**src/rtl/pwrup_pkg.sv**
```systemverilog
package pwrup_pkg;

    typedef enum logic [2:0] {
        OSC_LP    = 3'd0,
        OSC_XT    = 3'd1,
        OSC_HS    = 3'd2,
        OSC_HSPLL = 3'd3,
        OSC_RC    = 3'd4,
        OSC_RCIO  = 3'd5,
        OSC_EC    = 3'd6,
        OSC_ECIO  = 3'd7
    } osc_mode_e;

    typedef enum logic [2:0] {
        STG_RUN  = 3'd0,
        STG_POD  = 3'd1,
        STG_PWRT = 3'd2,
        STG_OST  = 3'd3,
        STG_EXTW = 3'd4,
        STG_LOCK = 3'd5,
        STG_MCLR = 3'd6
    } stage_e;

    typedef struct packed {
        osc_mode_e mode;
        logic      pwrt_on;
    } boot_cfg_t;

    typedef struct packed {
        logic pod;
        logic pwrt;
        logic ost;
        logic extw;
        logic lock;
    } stage_flags_t;

    function automatic logic needs_xtal_wait(osc_mode_e m);
        return (m inside {OSC_LP, OSC_XT, OSC_HS, OSC_HSPLL});
    endfunction

    function automatic logic uses_ext_clk(osc_mode_e m);
        return (m inside {OSC_EC, OSC_ECIO});
    endfunction

    function automatic logic uses_pll(osc_mode_e m);
        return (m == OSC_HSPLL);
    endfunction

    // first clock-related stage for a configuration, RUN if none applies
    function automatic stage_e osc_stage(boot_cfg_t c);
        if (needs_xtal_wait(c.mode)) return STG_OST;
        if (uses_ext_clk(c.mode))    return STG_EXTW;
        return STG_RUN;
    endfunction

    function automatic stage_e stage_successor(stage_e s, boot_cfg_t c);
        case (s)
            STG_POD:            return c.pwrt_on ? STG_PWRT : osc_stage(c);
            STG_PWRT:           return osc_stage(c);
            STG_OST, STG_EXTW:  return uses_pll(c.mode) ? STG_LOCK : STG_RUN;
            default:            return STG_RUN;
        endcase
    endfunction

    function automatic stage_flags_t decode_flags(stage_e s);
        stage_flags_t f;
        f      = '0;
        f.pod  = (s == STG_POD);
        f.pwrt = (s == STG_PWRT);
        f.ost  = (s == STG_OST);
        f.extw = (s == STG_EXTW);
        f.lock = (s == STG_LOCK);
        return f;
    endfunction

endpackage

```
**src/rtl/pwrup_interval_cnt.sv**
```systemverilog
module pwrup_interval_cnt #(
    parameter int CW = 11
) (
    input  logic          clk,
    input  logic          rst,
    input  logic          clear,
    input  logic          step,
    input  logic [CW-1:0] limit,
    output logic          expire
);

    logic [CW-1:0] cnt_q;

    always_ff @(posedge clk) begin
        if (rst || clear) begin
            cnt_q <= '0;
        end else if (step) begin
            cnt_q <= cnt_q + 1'b1;
        end
    end

    assign expire = step && (cnt_q == (limit - 1'b1));

    // the count never passes the limit of the running stage
    AST_CNT_BELOW_LIMIT: assert property (@(posedge clk) disable iff (rst)
        cnt_q < limit);

    AST_CNT_STILL: assert property (@(posedge clk) disable iff (rst)
        (!$past(step) && !$past(clear)) |-> $stable(cnt_q));

endmodule

```
**src/rtl/pwrup_stage_ctrl.sv**
```systemverilog
module pwrup_stage_ctrl
    import pwrup_pkg::*;
(
    input  logic      clk,
    input  logic      rst,
    input  logic      power_evt,
    input  logic      mclr_evt,
    input  logic      wake_evt,
    input  boot_cfg_t cfg_in,
    input  logic      expire,
    output stage_e    stage_q,
    output logic      restart
);

    stage_e    stage_d;
    boot_cfg_t cfg_q;

    always_comb begin
        stage_d = stage_q;
        if (power_evt) begin
            stage_d = STG_POD;
        end else if (stage_q == STG_RUN) begin
            if (mclr_evt) begin
                stage_d = STG_MCLR;
            end else if (wake_evt) begin
                stage_d = osc_stage(cfg_q);
            end
        end else if (expire) begin
            stage_d = stage_successor(stage_q, cfg_q);
        end
    end

    assign restart = power_evt || (stage_d != stage_q);

    always_ff @(posedge clk) begin
        if (rst) begin
            stage_q <= STG_POD;
            cfg_q   <= cfg_in;
        end else begin
            stage_q <= stage_d;
            if (power_evt) begin
                cfg_q <= cfg_in;
            end
        end
    end

    AST_POWER_TO_POD: assert property (@(posedge clk) disable iff (rst)
        power_evt |=> (stage_q == STG_POD));

    AST_PWRT_ENABLED: assert property (@(posedge clk) disable iff (rst)
        (stage_q == STG_PWRT) |-> cfg_q.pwrt_on);

    AST_XTAL_ONLY: assert property (@(posedge clk) disable iff (rst)
        (stage_q == STG_OST) |-> needs_xtal_wait(cfg_q.mode));

    AST_EXT_ONLY: assert property (@(posedge clk) disable iff (rst)
        (stage_q == STG_EXTW) |-> uses_ext_clk(cfg_q.mode));

    AST_LOCK_AFTER_OST: assert property (@(posedge clk) disable iff (rst)
        ((stage_q == STG_LOCK) && ($past(stage_q) != STG_LOCK))
            |-> ($past(stage_q) == STG_OST));

    AST_PLL_RELEASE: assert property (@(posedge clk) disable iff (rst)
        ((stage_q == STG_RUN) && ($past(stage_q) != STG_RUN) &&
         ($past(stage_q) != STG_MCLR) && (cfg_q.mode == OSC_HSPLL))
            |-> ($past(stage_q) == STG_LOCK));

    AST_BUSY_NO_MCLR: assert property (@(posedge clk) disable iff (rst)
        ((stage_q != STG_RUN) && !power_evt) |=> (stage_q != STG_MCLR));

    AST_MCLR_ONE_CYCLE: assert property (@(posedge clk) disable iff (rst)
        ((stage_q == STG_MCLR) && !power_evt) |=> (stage_q == STG_RUN));

endmodule

```
**src/rtl/pwrup_hold_seq.sv**
```systemverilog
module pwrup_hold_seq
    import pwrup_pkg::*;
#(
    parameter int POD_TICKS  = 4,
    parameter int PWRT_TICKS = 72,
    parameter int OST_CYCLES = 1024,
    parameter int EXT_CYCLES = 3,
    parameter int LOCK_TICKS = 2
) (
    input  logic       clk,
    input  logic       rst,
    input  logic       por_evt,
    input  logic       bor_evt,
    input  logic       mclr_evt,
    input  logic       wake_evt,
    input  logic [2:0] osc_mode,
    input  logic       pwrt_en,
    input  logic       slow_tick,
    output logic       hold_rst,
    output logic       pod_busy,
    output logic       pwrt_busy,
    output logic       ost_busy,
    output logic       extclk_busy,
    output logic       lock_busy
);

    localparam int MAX_AB  = (POD_TICKS > PWRT_TICKS) ? POD_TICKS : PWRT_TICKS;
    localparam int MAX_CD  = (OST_CYCLES > EXT_CYCLES) ? OST_CYCLES : EXT_CYCLES;
    localparam int MAX_ABC = (MAX_AB > MAX_CD) ? MAX_AB : MAX_CD;
    localparam int MAX_ALL = (MAX_ABC > LOCK_TICKS) ? MAX_ABC : LOCK_TICKS;
    localparam int CW      = $clog2(MAX_ALL + 1);

    stage_e        stage_q;
    logic          restart;
    logic          expire;
    logic          step;
    logic [CW-1:0] limit;
    boot_cfg_t     cfg_in;
    stage_flags_t  flags;
    logic          power_evt;

    assign power_evt      = por_evt || bor_evt;
    assign cfg_in.mode    = osc_mode_e'(osc_mode);
    assign cfg_in.pwrt_on = pwrt_en;

    // per-stage length and count source
    always_comb begin
        case (stage_q)
            STG_POD:  begin limit = CW'(POD_TICKS);  step = slow_tick; end
            STG_PWRT: begin limit = CW'(PWRT_TICKS); step = slow_tick; end
            STG_OST:  begin limit = CW'(OST_CYCLES); step = 1'b1;      end
            STG_EXTW: begin limit = CW'(EXT_CYCLES); step = 1'b1;      end
            STG_LOCK: begin limit = CW'(LOCK_TICKS); step = slow_tick; end
            STG_MCLR: begin limit = CW'(1);          step = 1'b1;      end
            default:  begin limit = CW'(1);          step = 1'b0;      end
        endcase
    end

    pwrup_stage_ctrl u_ctrl (
        .clk       (clk),
        .rst       (rst),
        .power_evt (power_evt),
        .mclr_evt  (mclr_evt),
        .wake_evt  (wake_evt),
        .cfg_in    (cfg_in),
        .expire    (expire),
        .stage_q   (stage_q),
        .restart   (restart)
    );

    pwrup_interval_cnt #(.CW(CW)) u_cnt (
        .clk    (clk),
        .rst    (rst),
        .clear  (restart),
        .step   (step),
        .limit  (limit),
        .expire (expire)
    );

    assign flags       = decode_flags(stage_q);
    assign hold_rst    = (stage_q != STG_RUN);
    assign pod_busy    = flags.pod;
    assign pwrt_busy   = flags.pwrt;
    assign ost_busy    = flags.ost;
    assign extclk_busy = flags.extw;
    assign lock_busy   = flags.lock;

    AST_FLAGS_ONEHOT: assert property (@(posedge clk) disable iff (rst)
        $onehot0({pod_busy, pwrt_busy, ost_busy, extclk_busy, lock_busy}));

    AST_BUSY_HOLDS: assert property (@(posedge clk) disable iff (rst)
        (pod_busy || pwrt_busy || ost_busy || extclk_busy || lock_busy) |-> hold_rst);

    AST_WAKE_RC_QUIET: assert property (@(posedge clk) disable iff (rst)
        (!hold_rst && !power_evt && !mclr_evt && !wake_evt) |=> !hold_rst);

endmodule

```
**config.mk**
```make
export PLATFORM = sky130hd
export DESIGN_NAME = pwrup_hold_seq
export DESIGN_NICKNAME = d
export VERILOG_FILES = /design/src/rtl/pwrup_pkg.sv /design/src/rtl/pwrup_interval_cnt.sv /design/src/rtl/pwrup_stage_ctrl.sv /design/src/rtl/pwrup_hold_seq.sv
export SDC_FILE = /design/constraint.sdc
export NUM_CORES = 1
export LEC_CHECK = 0
export ABC_AREA = 1
export BUFFER_PORTS_ARGS = -buffer_cell sky130_fd_sc_hd__buf_4
export CORE_MARGIN = 1
export CORE_UTILIZATION = 53
export CTS_CLUSTER_DIAMETER = 60
export DETAILED_ROUTE_END_ITERATION = 8
export PLACE_DENSITY = 0.72
export SLEW_MARGIN = 10
export SYNTH_ARGS = -nofsm -noshare
export SYNTH_HDL_FRONTEND = slang
export SYNTH_SLANG_ARGS = --single-unit
```
**constraint.sdc**
```tcl
create_clock -name clk -period 3.3 [get_ports clk]
set_clock_uncertainty 0.05 [all_clocks]
set_input_delay 0.495 -clock clk [delete_from_list [all_inputs] [get_ports clk]]
set_output_delay 0.495 -clock clk [all_outputs]
set_load 0.02 [all_outputs]
```
==> impl_metrics.csv <==
group,metric,value,unit
critical_path,worstSetupPathType,"flip-flop to flip-flop",
die,rows,18,
cts,clk_pin_slew_worst_paths,0.11,ns
place,place_ws,0.259,ns
pwr,power,0.386,mW
cells_and_area,post-route-util,65.9,%
detailed_routing,drt_wl_total,3190,µm
timing,period_share,90.2,%
timing,fin_ws,0.322,ns
pwr,powerDensity,230,mW/mm²
cts,h-tree-depth,1,
critical_path,cpLargestDelayFamily,"simple AND/OR/NAND/NOR gates",
cts,clock_latency,0.30,ns
die,io_pins,17,
critical_path,worstPathMaxFanout,11,
timing,layout_min_cycle_time,2.98,ns
cells_and_area,area_growth,14.6,%
synth,yosys_register_bits,18,
timing,final-hold-violation-count,0,
timing,setup_viol_count_final,0,
hold_path,hold_class,"input pin to flip-flop",
timing,slew_headroom,73.8,%
die,die_w,54.5,µm
synth,syn_avg_cell_area,6.42,µm²
pwr,p_leak,0.819,nW
detailed_routing,drt_first_pass_iters,4,
cts,cts_buffers,3,
status,status,"completed",
critical_path,cp.arrival,3.13,ns
synth,syn_nets,243,
synth,synth_top_cell_by_area,"dfxtp_1",
cts,cts_setup_buffers,0,
cells_and_area,drive_above_1_share,21.7,%
synth,synth.cell_area,0.00146,mm²
global_routing,overflow,0,
critical_path,crit_path_top_delay_cell,"dfxtp_4",
critical_path,crit_path_frequent_cell,"nand2_1",
synth,netlist_instances,228,
cts,cts.sinks,18,
pwr,irDropWorstVdd,0.000282,V
cts,tritoncts,"yes",
cells_and_area,final_area,0.00168,mm²
place,portBuffers,16,
detailed_routing,drt_iter0_drc,48,
synth,ys_types,31,
detailed_routing,vias_per_cell,5.10,
critical_path,slowest_delay,0.40,ns
global_routing,grt_pass1_vias,1204,
timing,worst_pin_slew,0.390,ns
global_routing,grt_util_all_layers,24.0,%
place,dpl_cell_area,0.00164,mm²
synth,synth_area_leaders,"dfxtp_1 (19%), nand2_1 (16%), inv_1 (9.2%)",
critical_path,start_kind,"flip-flop",
detailed_routing,drc,0,
synth,yosys_warnings,0,
die,start_util,57.5,%
cells_and_area,n_antenna_cell,0,
die,fp.dieH,54.5,µm
global_routing,grt_antenna_before_repair,0,
die,core,0.00254,mm²
critical_path,cp-end-kind,"flip-flop",
critical_path,cp_num_buf_inv,6,
die,dieArea,0.00297,mm²
detailed_routing,drt-wirelength-per-cell,11.4,µm
synth,yosysSeqAreaShare,27.4,%
timing,fmax,0.336,GHz
cells_and_area,fillers,251,
critical_path,critPathRequiredTime,3.45,ns
critical_path,crit_start,"u_ctrl.stage_q[0]",
run,drv_cap,0,
cts,cts_root_buffer,"clkbuf_4",
synth,synth_top_area_share,19.2,%
detailed_routing,ant_nets,0,
cts,cts.path.max_buffers,2,
global_routing,grt_max_degree,12,
place,hpwl,2420,µm
critical_path,r2r_start,"u_ctrl.stage_q[0]",
cells_and_area,finalNetCount,265,
timing,finalMaxSlewViolations,0,
hold_path,hold_start,"rst",
detailed_routing,vias,1424,
place,gp_congestion,0.837,
global_routing,grt_pass1_wl,5080,µm
timing,finalSetupTns,0,ns
[cell usage after synthesis (all sizes together)]
master and instances:
xnor2 3, xor2 10, nand4 4, nand3 26, o21ai 4, or2 1
a31oi 1, o21a 1, inv 40, dfxtp 14, nand2 68, clkinv 1
clkbuf 1, edfxtp 4, nand3b 1, o21bai 1, a21oi 4, nor3 1
ha 4, buf 2, mux2i 1, nor2 36
[path summary, 6_finish.rpt]
kind,end,slack [ns],cells past startpoint
max,u_cnt.cnt_q[1],0.32,25
min,u_ctrl.stage_q[1],0.30,2
max reg2reg,u_cnt.cnt_q[1],0.32,25
min reg2reg,u_cnt.cnt_q[10],0.53,2
[area by class of cell]
class / count / area (µm²) / area share [%]
multi-input combinational: 166 / 887 / 52.9
sequential: 18 / 405 / 24.2
timing repair buffer: 20 / 163 / 9.70
inverter: 41 / 158 / 9.40
tap: 30 / 37.5 / 2.24
clock buffer: 4 / 26.3 / 1.57
[state kept, by name (all words and copies together) (netlist names)]
name	cells
u_ctrl.stage_q	3
u_ctrl.cfg_q	4
u_cnt.cnt_q	11
[cells in the final DEF (no fill, tap or decap), types with 3 or more instances in the layout]
cell type,count
a21oi_1,4
buf_4,19
clkbuf_4,3
dfxtp_1,12
edfxtp_1,4
ha_1,4
inv_1,36
inv_2,3
nand2_1,63
nand2_2,4
nand3_1,21
nand3_2,4
nand4_1,4
nor2_1,23
nor2_2,12
o21ai_0,3
xnor2_1,3
xor2_1,10
[worst register-to-register path: cells and delay by family (launching register included)]
| family | cells | cell delay [ns] |
|---|---|---|
| adders and majority gates | 2 | 0.49 |
| AOI/OAI and AO/OA | 2 | 0.26 |
| buffers and inverters | 6 | 0.47 |
| DFF | 1 | 0.40 |
| and+or+nand+nor | 15 | 1.19 |
[kinds of logic (layout without fill, tap and decap cells)]
kind of cell               count (synthesis)  in the layout  share of synthesized area [%]
AOI/OAI and AO/OA                         11             11                           4.19
xor gates and xnor gates                  13             13                           7.78
adders and majority gates                  4              4                           3.42
buffers and inverters                     44             65                           12.1
DFF                                       18             18                           27.4
muxes                                      1              1                          0.684
and+or+nand+nor                          137            137                           44.4
[power breakdown]
part / switching, mW / internal, mW
registers: 0.00289 / 0.229
logic: 0.0180 / 0.0160
clock network: 0.0730 / 0.0472
[metal layers]
layer | GRT usage (%) | vias up | wire length [µm]
met2 | 39.4 | 39 | 1460
li1 | - | 744 | -
met3 | 3.06 | 5 | 177
met1 | 32.0 | 636 | 1500
met4 | 8.12 | 0 | 46
met5 | 0 | - | 0
[metrics by stage]
| step | std cells | hold WS, ns |
|---|---|---|
| finish | 279 | 0.297 |
| global route | 279 | 0.303 |
| CTS | 279 | 0.298 |
| detailed placement | 275 | 0.497 |
| global placement | 275 | 0.498 |
| floorplan | 228 | 0.457 |
[repair_timing]
action | in CTS | in global routing
hold endpoints to repair | 0 | 0
hold buffers | 0 | 0
setup endpoints to repair | 0 | 11
resized for setup | 0 | 5
(Power assumes the default switching activity.)
